**src/rtl/pwm_fifo_ctrl.sv**
```systemverilog
module pwm_fifo_ctrl #(
  parameter int DW          = 16,
  parameter int DEPTH       = 4,
  parameter int PSW         = 12,
  parameter int SRST_CYCLES = 4
) (
  input  logic        clk,
  input  logic        rst_n,
  input  logic        bus_sel,
  input  logic        bus_wr,
  input  logic [2:0]  bus_addr,
  input  logic [31:0] bus_wdata,
  output logic [31:0] bus_rdata,
  input  logic        slow_tick,
  output logic        pwm_out
);
  localparam int AW = (DEPTH > 1) ? $clog2(DEPTH) : 1;
  localparam int FW = $clog2(DEPTH + 1);
  localparam int SW = $clog2(SRST_CYCLES + 1);
  localparam logic [DW-1:0] PMAX = '1;

  localparam logic [2:0] A_CTRL = 3'd0;
  localparam logic [2:0] A_STAT = 3'd1;
  localparam logic [2:0] A_SAMP = 3'd2;
  localparam logic [2:0] A_PER  = 3'd3;
  localparam logic [2:0] A_CNT  = 3'd4;

  logic           en;
  logic [1:0]     rep_sel, outsel, clksel, wmark;
  logic [PSW-1:0] presc, pcnt;
  logic [DW-1:0]  period_r, active, cnt;
  logic [DW-1:0]  mem [DEPTH];
  logic [AW-1:0]  rd_ptr, wr_ptr;
  logic [FW-1:0]  fill;
  logic [2:0]     rep_cnt, rep_last;
  logic           running;
  logic           f_roll, f_cmp, f_werr;
  logic [SW-1:0]  srst_cnt;

  logic           busy, wr, push, wr_full, start, src_tick, tick, roll, pop, level;
  logic [DW-1:0]  pr_eff, last;

  assign busy     = srst_cnt != '0;
  assign wr       = bus_sel && bus_wr && !busy;
  assign wr_full  = wr && bus_addr == A_SAMP && fill == FW'(DEPTH);
  assign push     = wr && bus_addr == A_SAMP && fill != FW'(DEPTH);
  assign pr_eff   = (period_r == PMAX) ? PMAX - DW'(1) : period_r;
  assign last     = pr_eff + DW'(1);
  assign src_tick = (clksel == 2'd0) ? 1'b0 : (clksel == 2'd3) ? slow_tick : 1'b1;
  assign tick     = running && src_tick && pcnt == presc;
  assign start    = en && !running;
  assign roll     = tick && cnt >= last;
  assign pop      = (start || (roll && rep_cnt == rep_last)) && fill != '0;
  assign level    = cnt < active;

  always_comb begin
    case (rep_sel)
      2'd0:    rep_last = 3'd0;
      2'd1:    rep_last = 3'd1;
      2'd2:    rep_last = 3'd3;
      default: rep_last = 3'd7;
    endcase
  end

  always_comb begin
    pwm_out = 1'b0;
    if (en && running) begin
      if (outsel == 2'd0)      pwm_out = level;
      else if (outsel == 2'd1) pwm_out = !level;
    end
  end

  always_comb begin
    case (bus_addr)
      A_CTRL:  bus_rdata = 32'({presc, 6'b0, wmark, clksel, outsel, rep_sel, busy, en});
      A_STAT:  bus_rdata = 32'({(fill <= FW'(wmark)), f_werr, f_cmp, f_roll, (fill == '0), 3'(fill)});
      A_SAMP:  bus_rdata = en ? 32'(active) : 32'd0;
      A_PER:   bus_rdata = 32'(period_r);
      A_CNT:   bus_rdata = 32'(cnt);
      default: bus_rdata = 32'd0;
    endcase
  end

  always_ff @(posedge clk or negedge rst_n) begin
    if (!rst_n)                                   srst_cnt <= '0;
    else if (busy)                                srst_cnt <= srst_cnt - SW'(1);
    else if (wr && bus_addr == A_CTRL && bus_wdata[1]) srst_cnt <= SW'(SRST_CYCLES);
  end

  always_ff @(posedge clk) begin
    if (push) mem[wr_ptr] <= bus_wdata[DW-1:0];
  end

  always_ff @(posedge clk or negedge rst_n) begin
    if (!rst_n) begin
      en <= 1'b0; rep_sel <= '0; outsel <= '0; clksel <= '0; wmark <= '0;
      presc <= '0; period_r <= PMAX - DW'(1);
      rd_ptr <= '0; wr_ptr <= '0; fill <= '0;
      active <= '0; cnt <= '0; pcnt <= '0; rep_cnt <= '0; running <= 1'b0;
      f_roll <= 1'b0; f_cmp <= 1'b0; f_werr <= 1'b0;
    end else if (busy) begin
      en <= 1'b0; rep_sel <= '0; outsel <= '0; clksel <= '0; wmark <= '0;
      presc <= '0; period_r <= PMAX - DW'(1);
      rd_ptr <= '0; wr_ptr <= '0; fill <= '0;
      active <= '0; cnt <= '0; pcnt <= '0; rep_cnt <= '0; running <= 1'b0;
      f_roll <= 1'b0; f_cmp <= 1'b0; f_werr <= 1'b0;
    end else begin
      if (wr && bus_addr == A_CTRL) begin
        en      <= bus_wdata[0];
        rep_sel <= bus_wdata[3:2];
        outsel  <= bus_wdata[5:4];
        clksel  <= bus_wdata[7:6];
        wmark   <= bus_wdata[9:8];
        presc   <= bus_wdata[16 +: PSW];
      end
      if (wr && bus_addr == A_PER) period_r <= bus_wdata[DW-1:0];

      if (push) wr_ptr <= (wr_ptr == AW'(DEPTH - 1)) ? '0 : wr_ptr + AW'(1);
      if (pop) begin
        rd_ptr <= (rd_ptr == AW'(DEPTH - 1)) ? '0 : rd_ptr + AW'(1);
        active <= mem[rd_ptr];
      end
      fill <= fill + FW'(push) - FW'(pop);

      if (!en) begin
        running <= 1'b0;
        cnt     <= '0;
        pcnt    <= '0;
      end else if (start) begin
        running <= 1'b1;
        cnt     <= '0;
        pcnt    <= '0;
        rep_cnt <= '0;
      end else begin
        if (src_tick) pcnt <= (pcnt == presc) ? '0 : pcnt + PSW'(1);
        if (tick) cnt <= roll ? '0 : cnt + DW'(1);
        if (roll) rep_cnt <= (rep_cnt == rep_last) ? 3'd0 : rep_cnt + 3'd1;
      end

      f_roll <= (f_roll & !(wr && bus_addr == A_STAT && bus_wdata[4])) | roll;
      f_cmp  <= (f_cmp  & !(wr && bus_addr == A_STAT && bus_wdata[5]))
              | (tick && !roll && (cnt + DW'(1)) == active);
      f_werr <= (f_werr & !(wr && bus_addr == A_STAT && bus_wdata[6])) | wr_full;
    end
  end

  // fill level never exceeds the queue depth
  a_r3_fill_bound: assert property (@(posedge clk) disable iff (!rst_n)
    fill <= FW'(DEPTH));

  // a dropped write raises the error flag on the next cycle
  a_r3_full_err: assert property (@(posedge clk) disable iff (!rst_n)
    (bus_sel && bus_wr && !busy && bus_addr == A_SAMP && fill == FW'(DEPTH)) |=> f_werr);

  // disabled output stays low
  a_r4_off_low: assert property (@(posedge clk) disable iff (!rst_n)
    !en |-> !pwm_out);

  // zero sample with normal polarity never drives high
  a_r2_zero_low: assert property (@(posedge clk) disable iff (!rst_n)
    (active == '0 && outsel == 2'd0) |-> !pwm_out);

  // the active sample changes only together with a period start
  a_r7_boundary_only: assert property (@(posedge clk) disable iff (!rst_n)
    (running && $past(running) && active != $past(active)) |-> cnt == '0);
endmodule

```
**config.mk**
```make
export PLATFORM = sky130hd
export DESIGN_NAME = pwm_fifo_ctrl
export DESIGN_NICKNAME = d
export VERILOG_FILES = /design/src/rtl/pwm_fifo_ctrl.sv
export SDC_FILE = /design/constraint.sdc
export NUM_CORES = 1
export LEC_CHECK = 0
export BUFFER_PORTS_ARGS = -buffer_cell sky130_fd_sc_hd__buf_2
export CAP_MARGIN = 20
export CELL_PAD_IN_SITES_DETAIL_PLACEMENT = 0
export CELL_PAD_IN_SITES_GLOBAL_PLACEMENT = 1
export CORE_UTILIZATION = 40
export CTS_CLUSTER_DIAMETER = 120
export DETAILED_ROUTE_END_ITERATION = 12
export PLACE_DENSITY_LB_ADDON = 0.1
export SETUP_SLACK_MARGIN = 0.5
export SLEW_MARGIN = 0
export SYNTH_ARGS = -nofsm -noshare
export SYNTH_HDL_FRONTEND = slang
export SYNTH_SLANG_ARGS = --single-unit
```
**constraint.sdc**
```tcl
create_clock -name clk -period 11.35 [get_ports clk]
set_input_delay 1.135 -clock clk [delete_from_list [all_inputs] [get_ports clk]]
set_output_delay 1.135 -clock clk [all_outputs]
set_load 0.05 [all_outputs]
```
==> results.md, run 1 <==
- Worst EP arrival: 6.23 ns
- Drt drc: 0
- Setup crit end kind: register
- RR Startpoint: period_r[6]
- Slew @ Worst Pin: 0.928 ns
- Fin. Hold Viols: 0
- Sequential share of the synthesized area: 47.7%
- Pre-CTS setup slack: 5.36 ns
- Routed WL per cell: 19.1 microns
- Synthesis-to-layout area growth: 12.5%
- Post-CTS resize count: 0
- Synthesized instance count: 910
- Layout cells sized above 1: 15.8%
- Worst path slowest cell: dfstp_2
- Synthesized area: 9210 sq um
- Cell mode on critical path: ha_1
- Crit. Startpoint: period_r[6]
- Leading cell type in the layout, fill and taps excluded: nand2_1
- RR Endpoint: fill[2]
- Reg2reg path depth: 26
- Pin count of the biggest net entering global routing: 81
- Vias: 6772
- Max-cap viol count: 0
- Outcome: finished clean
- Setup TNS Final: 0 ns
- Part of the power in combinational logic: 10.1%
- Hold Crit Start: srst_cnt[1]
- Clk network pwr share: about 44%
- Pint: 0.000956 W
- Rows: 55
- Dominant synthesized flop cell: dfrtp_1
- Pins over their slew limit: 0
- Delay of the slowest critical-path stage: 0.61 ns
- Sequential power share: between 40% and 50%
- EDFF count, synth: 64
- Crit. path cell count: 26
- Post-route minimum period: slightly below 6 ns
- Core Region: 22600 sq um
- GRT Util Overall: 21.0%
- Critical path destination: fill[2]
- Die Ht: 154 microns
- Final-stage net count: roughly 1.0k
- Worst min-delay path class: register to register
- Number of iterations in the first detailed-routing pass: 5
- Top cells by area, synth: dfrtp_1 23%, edfxtp_1 21%, ha_1 6.3%, nand2_1 5.5%, o21ai_0 4.5%
- I/O Pins: 73
- Total CTS buffers: 17
- Overall routed net length: roughly 24000 microns
- Hold_buf cts: 0
- Synth warnings: 0
- FILL cells: 2176
- Syn Area/Cell: 10.1 sq um
- Clk sinks: ~160
- Worst-Skew Late Latency: 0.44 ns
- First-pass GRT wire length: ~38000 microns
- Clk pin slew, worst setup/hold paths: about 0.080 ns
- Fmax: 169 MHz
- Post-layout worst setup margin: 5.44 ns
- PD cells: 132 nW/um^2
- Peak VDD IR: 0.125 mV
- Vias in the first global route: 6494
- Worst path buffer plus inverter count: 4
- Most frequent cells in the layout: 135 x nand2_1, 83 x dfrtp_1, 82 x o21ai_0, 64 x edfxtp_1, 63 x buf_2
- FFs w/ async S/R, synth: 60.5%
- Yosys top cell area share: 22.6%
- CTS Root Buffer Type: clkbuf_16
- RePlAce Congestion: 0.817
- TritonCTS clock tree: built
- Post-DP HPWL: between 15000 and 20000 microns
- Cell family with most CP delay: simple AND/OR/NAND/NOR gates
- Crit Path Max Fanout: 37
- PortBufs: 64
- Synthesized flop and latch total: 162
- Total gr overflow: 0
- Net Switching: between 0.0004 and 0.0005 W
- Die Span X: 154 microns
- Fin crit share: 52.1%
- Critical path class: register to register
- Max Buffers Root-to-Sink: 2
- Vias per cell: about 5.4
- Distinct cells, synth: 68
- Slew headroom: 37.9%
- Final core utilization: 45.9%
- Die Area: around 24000 sq um
- Critical Path RT: 11.67 ns
- Post-CTS Setup Repair Bufs: 0
- Critical path startpoint category: register
- Area leader, netlist: dfrtp_1
- Iter 0 DRT Violations: 362
- Final Total Pwr: 0.00136 W
- N_diodes: 0
- RSZ-0062 raised after global routing: no
- Layout Skew: 0.0216 ns
- Reg2reg setup slack: 5.44 ns
- Number of setup violations in the final report: 0
- Final ANT Viol Nets: 0
- Initial antenna violation count: 0
- H-tree depth reported by CTS: 4
- Sw frac: 29.9%
- Leakage: around 4.4 nW
- Initial Utilization: roughly two fifths
- Hold path depth: 1
==> through the flow <==
| stage | hold slack (ns) | std cells | instance area [sq um] |
|---|---|---|---|
| final | 0.489 | 1247 | 10400 |
| after global routing | 0.505 | 1247 | 10400 |
| after CTS | 0.488 | 1246 | 10300 |
| after detailed placement | 0.480 | 1214 | 9720 |
| after global placement | 0.473 | 1214 | 9720 |
| after floorplan | 0.451 | 913 | 9220 |
==> worst min-delay path by stage <==
stage | end | slack (ns)
floorplan | srst_cnt[1] | 0.45
global placement | srst_cnt[1] | 0.47
detailed placement | srst_cnt[1] | 0.48
CTS | srst_cnt[1] | 0.49
global route | srst_cnt[1] | 0.51
finish | srst_cnt[1] | 0.49
==> cells by family after synthesis <==
group / Yosys count / share of synthesized area [%]
simple gates: 342 / 18.4
compound gates: 184 / 12.7
flops: 162 / 47.7
buf+inv: 93 / 4.23
xor+xnor: 50 / 4.91
fa+ha+maj: 47 / 6.47
mux: 31 / 5.59
other cells: 1 / 0.0407
==> layer usage <==
layer | wire length (microns) | part of all wire, % | vias to the layer above | global-route usage, %
li1 | - | - | 3349 | -
met1 | 12100 | 51 | 3286 | 30.9
met4 | 262 | 1.1 | 0 | 5.33
met3 | 783 | 3.3 | 16 | 3.33
met2 | 10600 | 45 | 121 | 32.3
met5 | 0 | 0 | - | 0
==> state kept, by name, indices dropped and copies added, names as in the netlist <==
signal,count
f_roll,1
presc,12
period_r,16
f_cmp,1
en,1
f_werr,1
rd_ptr,2
wr_ptr,2
pcnt,12
rep_cnt,3
srst_cnt,3
running,1
outsel,2
wmark,2
mem,64
rep_sel,2
active,16
cnt,16
clksel,2
fill,3
==> power groups by stage <==
| stage | clock (W) | combinational, W | sequential, W |
|---|---|---|---|
| finish | 0.000603 | 0.000138 | 0.000623 |
| global route | 0.000639 | 0.000152 | 0.000624 |
| CTS | 0.000620 | 0.000141 | 0.000623 |
| detailed placement | 0 | 0.000141 | 0.000635 |
| global placement | 0 | 0.000140 | 0.000635 |
| floorplan | 0 | 0.0000934 | 0.000633 |
==> area by class of cell <==
type,count,area [sq um],area share (%)
inverters,39,146,1.41
clock inverters,15,199,1.92
flip-flops and latches,162,4390,42.4
clock buffers,17,425,4.11
multi-input cells,658,4460,43.0
repair buffers,71,379,3.66
well taps,285,357,3.44
==> synth_stat cells (6+ instances only) <==
cell / number
a21oi_1: 24
a221o_1: 6
a22o_1: 15
a22oi_1: 6
and2_1: 21
and3_1: 14
clkbuf_1: 40
dfrtp_1: 83
dfstp_2: 15
edfxtp_1: 64
ha_1: 46
inv_1: 39
mux2i_1: 12
mux4_2: 16
nand2_1: 135
nand2b_1: 8
nand3_1: 48
nand4_1: 14
nor2_1: 37
nor2b_1: 16
nor3_1: 15
o21ai_0: 82
o21ai_1: 10
or3_1: 7
xnor2_1: 18
xor2_1: 31
Note: power is estimated with default switching activity, not from simulation.
==> run 2, diff against run 1 <==
Clock period 11.35 ns to 5.45 ns, I/O delays scaled along.
==> results.md, run 2 (synthesized netlist as in run 1, its figures left out) <==
- Pre-CTS setup slack: 0.247 ns (-5.12 ns)
- Drt drc: 0 (unchanged)
- Synthesis-to-layout area growth: 14.3%
- Leakage: 4.46 nW (+1.8%)
- Die Span X: 154 microns (unchanged)
- Post-route minimum period: 4.75 ns (-1.16 ns)
- Final Total Pwr: 0.00287 W (+110%)
- TritonCTS clock tree: built
- Die Ht: 154 microns (unchanged)
- Peak VDD IR: 0.223 mV (+79%)
- Hold WS: 0.174 ns (-0.315 ns)
- Post-DP HPWL: 17100 microns (+0.66%)
- Max-cap viol count: 0 (unchanged)
- Leading cell type in the layout, fill and taps excluded: nand2_1
- Critical Path RT: 5.78 ns (-5.89 ns)
- Final ANT Viol Nets: 0 (unchanged)
- Die Area: 23600 sq um (unchanged)
- Crit Path Max Fanout: 4 (-89%)
- Reg2reg path depth: 26 (unchanged)
- Number of iterations in the first detailed-routing pass: 5 (unchanged)
- Worst min-delay path class: input pin to async pin
- Crit. Startpoint: period_r[8]
- GRT Max-Usage Layer: met2
- Rows: 55 (unchanged)
- Total gr overflow: 0 (unchanged)
- Fmax: 210 MHz (+24%)
- Vias per cell: 5.39 (-0.66%)
- Slew @ Worst Pin: 0.958 ns (+0.0296 ns)
- Slew headroom: 35.9% (-2.0 points)
- PD cells: 273 nW/um^2 (+110%)
- Total CTS buffers: 17 (unchanged)
- Critical path destination: fill[2]
- I/O Pins: 73 (unchanged)
- Number of setup violations in the final report: 0 (unchanged)
- Post-layout worst setup margin: 0.698 ns (-4.74 ns)
- Reg2reg setup slack: 0.70 ns (-4.74 ns)
- Met1 Use GR: 30.5% (-0.43 points)
- Vias in the first global route: 6629 (+2.1%)
- RePlAce Congestion: 0.774 (-5.2%)
- Max Buffers Root-to-Sink: 2 (unchanged)
- Pin count of the biggest net entering global routing: 90 (+11%)
- Iter 0 DRT Violations: 364 (+0.55%)
- Setup crit end kind: register
- Clk sinks: 162 (unchanged)
- Core Region: 22600 sq um (unchanged)
- Met2 usage: 33.2% (+0.87 points)
- H-tree depth reported by CTS: 4 (unchanged)
- CTS Root Buffer Type: clkbuf_16
- First-pass GRT wire length: 38300 microns (+1.4%)
- RSZ-0062 raised after global routing: yes
- Top reg by flops: mem
- GRT Util Overall: 21.3% (+0.23 points)
- RR Endpoint: fill[2]
- Initial Utilization: 40.8% (unchanged)
- Vias: 6781 (+0.13%)
- Clk pin slew, worst setup/hold paths: 0.08 ns (about the same)
- Setup TNS Final: 0 ns (unchanged)
- Max reg flops: 64 (unchanged)
- Most frequent cells in the layout: 135 x nand2_1, 83 x dfrtp_1, 82 x o21ai_0, 64 x edfxtp_1, 63 x buf_2
- RR Startpoint: period_r[8]
- Placed cell area: 9760 sq um (+0.40%)
- Layout cells sized above 1: 17.7% (+1.9 points)
- Critical path class: register to register
- PortBufs: 64 (unchanged)
- Fin crit share: 87.2% (+35 points)
- Routed WL per cell: 19.1 microns (about the same)
- Initial antenna violation count: 0 (unchanged)
- Outcome: finished clean
- Hold_buf cts: 0 (unchanged)
- Layout Skew: 0.0117 ns (-0.00990 ns)
- Worst EP arrival: 5.08 ns (-1.15 ns)
- Final Cell Area: 10500 sq um (+1.6%)
- Overall routed net length: 24000 microns (+0.84%)
- Critical path startpoint category: register
- Pins over their slew limit: 0 (unchanged)
- Fin. Hold Viols: 0 (unchanged)
- Final-stage net count: 1046 (+0.97%)
- N_diodes: 0 (unchanged)
- Worst-Skew Late Latency: 0.44 ns (about the same)
- Met3 GRT Util: 3.30% (-0.028 points)
run 2: cell types whose count changed in the layout (fill, tap and decap cells not counted), moves of 2 or more:
cell | before | now
nand3_1 | 48 | 45
buf_4 | 7 | 16
inv_8 | 3 | 5
clkinv_8 | 6 | 4
nand3_2 | 0 | 2
run 2: how the worst min path moves through the flow:
| stage | start | end | slack, ns |
|---|---|---|---|
| floorplan | rst_n | active[0] | 0.25 |
| global placement | srst_cnt[1] | srst_cnt[1] | 0.48 |
| detailed placement | srst_cnt[1] | srst_cnt[1] | 0.49 |
| CTS | rst_n | pcnt[9] | 0.21 |
| global route | rst_n | pcnt[0] | 0.24 |
| finish | rst_n | pcnt[8] | 0.17 |
run 2: metal layers:
layer / vias up / share of wire (%)
met5: - / 0
met2: 81 / 46
met1: 3324 / 50
li1: 3356 / -
met3: 20 / 2.4
met4: 0 / 1.5
run 2: timing repair:
action	4_1_cts	5_1_grt
gates cloned	0	0
setup buffers	8	0
gates resized for setup	7	1
pin swaps	9	4
endpoints found under the setup margin	2	1
run 2: final cells by class:
type	instances	area [sq um]
clock buffers	17	425
clock inverters	15	203
fillers	2171	12100
inverters	39	146
multi-input cells	658	4520
flip-flops and latches	162	4390
well taps	285	357
repair buffers	81	477
run 2: power by group:
| part | internal, W | total, W | switching, W |
|---|---|---|---|
| Sequential | 0.00129 | 0.00130 | 0.0000118 |
| Clock | 0.000672 | 0.00128 | 0.000611 |
| Combinational | 0.0000732 | 0.000293 | 0.000220 |
run 2: critical path, cell delays in order, from the launching register on:
cell and delay (ns):
dfstp_2 0.54, and4_4 0.23, nand3_2 0.11, nor2_4 0.11, nand3_2 0.09, o31a_1 0.27
ha_2 0.19, and3_4 0.20, nand3_4 0.10, nor3_1 0.07, xnor2_1 0.13, ha_1 0.29
nand4_1 0.13, buf_4 0.17, nor2_1 0.12, a2bb2oi_2 0.10, a211oi_4 0.38, a31oi_4 0.13
inv_1 0.07, ha_1 0.22, inv_1 0.05, ha_1 0.12, inv_1 0.05, fa_2 0.33
xnor2_1 0.14, xnor2_1 0.13, and2_1 0.15
run 2: per-stage QoR:
step	utilization (%)	cells
5_1_grt	46.6	1257
4_1_cts	46.4	1255
2_1_floorplan	-	913
3_3_place_gp	43.2	1215
3_5_place_dp	43.2	1215
6_report	46.6	1257
==> run 3, diff against run 2 <==
Settings changed: ABC_CLOCK_PERIOD_IN_PS set to 5450, CELL_PAD_IN_SITES_DETAIL_PLACEMENT 0 to unset, CELL_PAD_IN_SITES_GLOBAL_PLACEMENT 1 to unset, CORE_ASPECT_RATIO set to 0.7, PLACE_DENSITY_LB_ADDON 0.1 to unset.
==> results.md, run 3 (synthesized netlist as in run 1, its figures left out) <==
- Die Ht: 129 microns (-16%)
- Fin. Hold Viols: 0 (unchanged)
- Pin count of the biggest net entering global routing: 90 (unchanged)
- Number of iterations in the first detailed-routing pass: 5 (unchanged)
- Pre-CTS setup slack: 0.379 ns (+0.132 ns)
- Iter 0 DRT Violations: 641 (+76%)
- RSZ-0062 raised after global routing: yes
- Max-cap viol count: 0 (unchanged)
- Pins over their slew limit: 0 (unchanged)
- Critical Path RT: 5.77 ns (about the same)
- PortBufs: 64 (unchanged)
- Crit Path Max Fanout: 4 (unchanged)
- Vias: 6841 (+0.88%)
- Post-DP HPWL: 16600 microns (-2.8%)
- Layout cells sized above 1: 17.6% (-0.12 points)
- FILL cells: 2161 (-0.46%)
- GRT Util Overall: 21.0% (-0.31 points)
- Clk pin slew, worst setup/hold paths: 0.07 ns (about the same)
- Max Buffers Root-to-Sink: 2 (unchanged)
- Worst min-delay path class: input pin to async pin
- Hold WS: 0.0815 ns (-0.0929 ns)
- I/O Pins: 73 (unchanged)
- Die Area: 23600 sq um (about the same)
- Most frequent cells in the layout: 135 x nand2_1, 83 x dfrtp_1, 82 x o21ai_0, 64 x edfxtp_1, 63 x buf_2
- Setup crit end kind: register
- Final instance count without filler cells: 1285 (+2.2%)
- Multi-input combinational cell area: 4530 sq um (+0.22%)
- Outcome: finished clean
- CTS Root Buffer Type: clkbuf_16
- Register Area: 4390 sq um (unchanged)
- Part of the power in combinational logic: 10.4% (+0.2 points)
- Fin crit share: 88.6% (+1.4 points)
- Top reg by flops: mem
- Slew @ Worst Pin: 0.955 ns (-0.00322 ns)
- Overall routed net length: 23300 microns (-2.8%)
- Layout Skew: 0.0134 ns (+0.00170 ns)
- PD cells: 262 nW/um^2 (-3.9%)
- Vias per cell: 5.32 (-1.3%)
- Placed Cells: 1242 (+2.2%)
- Sequential power share: 47.2% (+2.0 points)
- Critical path startpoint category: register
- N_diodes: 0 (unchanged)
- Slew headroom: 36.1% (+0.22 points)
- Critical path class: register to register
- Rows: 46 (-16%)
- Final-stage net count: 1047 (+0.096%)
- Final Total Pwr: 0.00275 W (-4.3%)
- Routed WL per cell: 18.2 microns (-4.9%)
- Initial Utilization: 40.7% (-0.086 points)
- Total CTS buffers: 17 (unchanged)
- Core Region: 22600 sq um (+0.21%)
- Net Switching: 0.000753 W (-11%)
- Final ANT Viol Nets: 0 (unchanged)
- Clk network pwr share: 42.4% (-2.2 points)
- Leading cell type in the layout, fill and taps excluded: nand2_1
- First-pass GRT wire length: 37500 microns (-2.3%)
- Initial antenna violation count: 0 (unchanged)
- Worst EP arrival: 5.15 ns (+0.07 ns)
- Hold_buf cts: 0 (unchanged)
- Pint: 0.00200 W (-1.7%)
- Clk sinks: 162 (unchanged)
- Sw frac: 27.4% (-1.9 points)
- TritonCTS clock tree: built
- Drt drc: 0 (unchanged)
- Synthesis-to-layout area growth: 13.8%
- Post-route minimum period: 4.83 ns (+0.0738 ns)
- Fmax: 207 MHz (-1.5%)
- Worst-Skew Late Latency: 0.44 ns (about the same)
- Post-layout worst setup margin: 0.624 ns (-0.0738 ns)
- Die Span X: 183 microns (+19%)
- RePlAce Congestion: 0.886 (+14%)
- Vias in the first global route: 6462 (-2.5%)
- Setup TNS Final: 0 ns (unchanged)
- H-tree depth reported by CTS: 4 (unchanged)
- Peak VDD IR: 0.394 mV (+76%)
- Leakage: 4.41 nW (-1.1%)
- Number of setup violations in the final report: 0 (unchanged)
- Total gr overflow: 0 (unchanged)
- Max reg flops: 64 (unchanged)
==> run 3: changes by cell type in the layout (fill, tap and decap cells not counted), moves of 2 or more <==
cell	before	now
buf_4	16	18
clkinvlp_4	0	5
clkbuf_1	0	2
inv_8	5	2
clkinv_8	4	0
==> run 3: worst paths after layout <==
kind                                     from          end  slack [ns]  cells after the start
worst max-delay path              period_r[6]      fill[2]        0.62                     25
worst min-delay path                    rst_n     pcnt[10]        0.08                      1
worst max register to register    period_r[6]      fill[2]        0.62                     25
worst min register to register    srst_cnt[1]  srst_cnt[1]        0.49                      1
max in group asynchronous               rst_n   active[11]        4.18                      2
min in group clk                bus_wdata[16]     presc[0]        0.31                      3
==> run 3: critical path: stages, from the launching register on <==
cell and delay [ns]:
dfstp_2 0.53, and4_4 0.25, nand3_4 0.10, nor2_4 0.11
nand3_2 0.09, o31a_1 0.33, ha_2 0.19, and3_4 0.20
nand3_4 0.10, nor2_1 0.06, xnor2_1 0.14, ha_1 0.28
nand4_1 0.13, nor4_2 0.31, a31oi_2 0.16, a211oi_4 0.31
a31oi_4 0.14, inv_1 0.08, ha_1 0.22, inv_1 0.05
ha_1 0.12, inv_1 0.05, fa_2 0.33, xnor2_1 0.14
xnor2_1 0.13, and2_1 0.15
==> run 3: final cells by class <==
class / instances / area share [%]
repair buffers: 82 / 4.41
flip-flops and latches: 162 / 41.9
clock buffers: 19 / 4.13
well taps: 312 / 3.73
multi-input cells: 658 / 43.2
inverters: 39 / 1.40
clock inverters: 13 / 1.19
==> run 3: per-layer routing <==
metal	wire [microns]	part of all wire (%)	track usage (%)
met3	1100	4.7	3.96
met2	9670	41	29.0
met4	280	1.2	5.78
met1	12300	53	32.9
met5	0	0	0
==> run 3: what timing repair did <==
action                     4_1_cts  5_1_grt
cloned                           0        0
pin swaps                        8        7
setup buffers                    7        3
setup endpoints to repair        1       17
resized for setup                3        7
==> run 3: power groups by stage <==
stage	Combinational [W]	Clock, W	Sequential [W]
3_5_place_dp	0.000284	0	0.00132
5_1_grt	0.000316	0.00124	0.00130
3_3_place_gp	0.000282	0	0.00132
6_report	0.000285	0.00117	0.00130
4_1_cts	0.000285	0.00119	0.00130
2_1_floorplan	0.000195	0	0.00132
==> run 3: stage by stage <==
| step | instance area (sq um) | util (%) |
|---|---|---|
| 3_3_place_gp | 9790 | 43.3 |
| 5_1_grt | 10500 | 46.3 |
| 3_5_place_dp | 9790 | 43.3 |
| 4_1_cts | 10400 | 46.0 |
| 2_1_floorplan | 9260 | - |
| 6_report | 10500 | 46.3 |
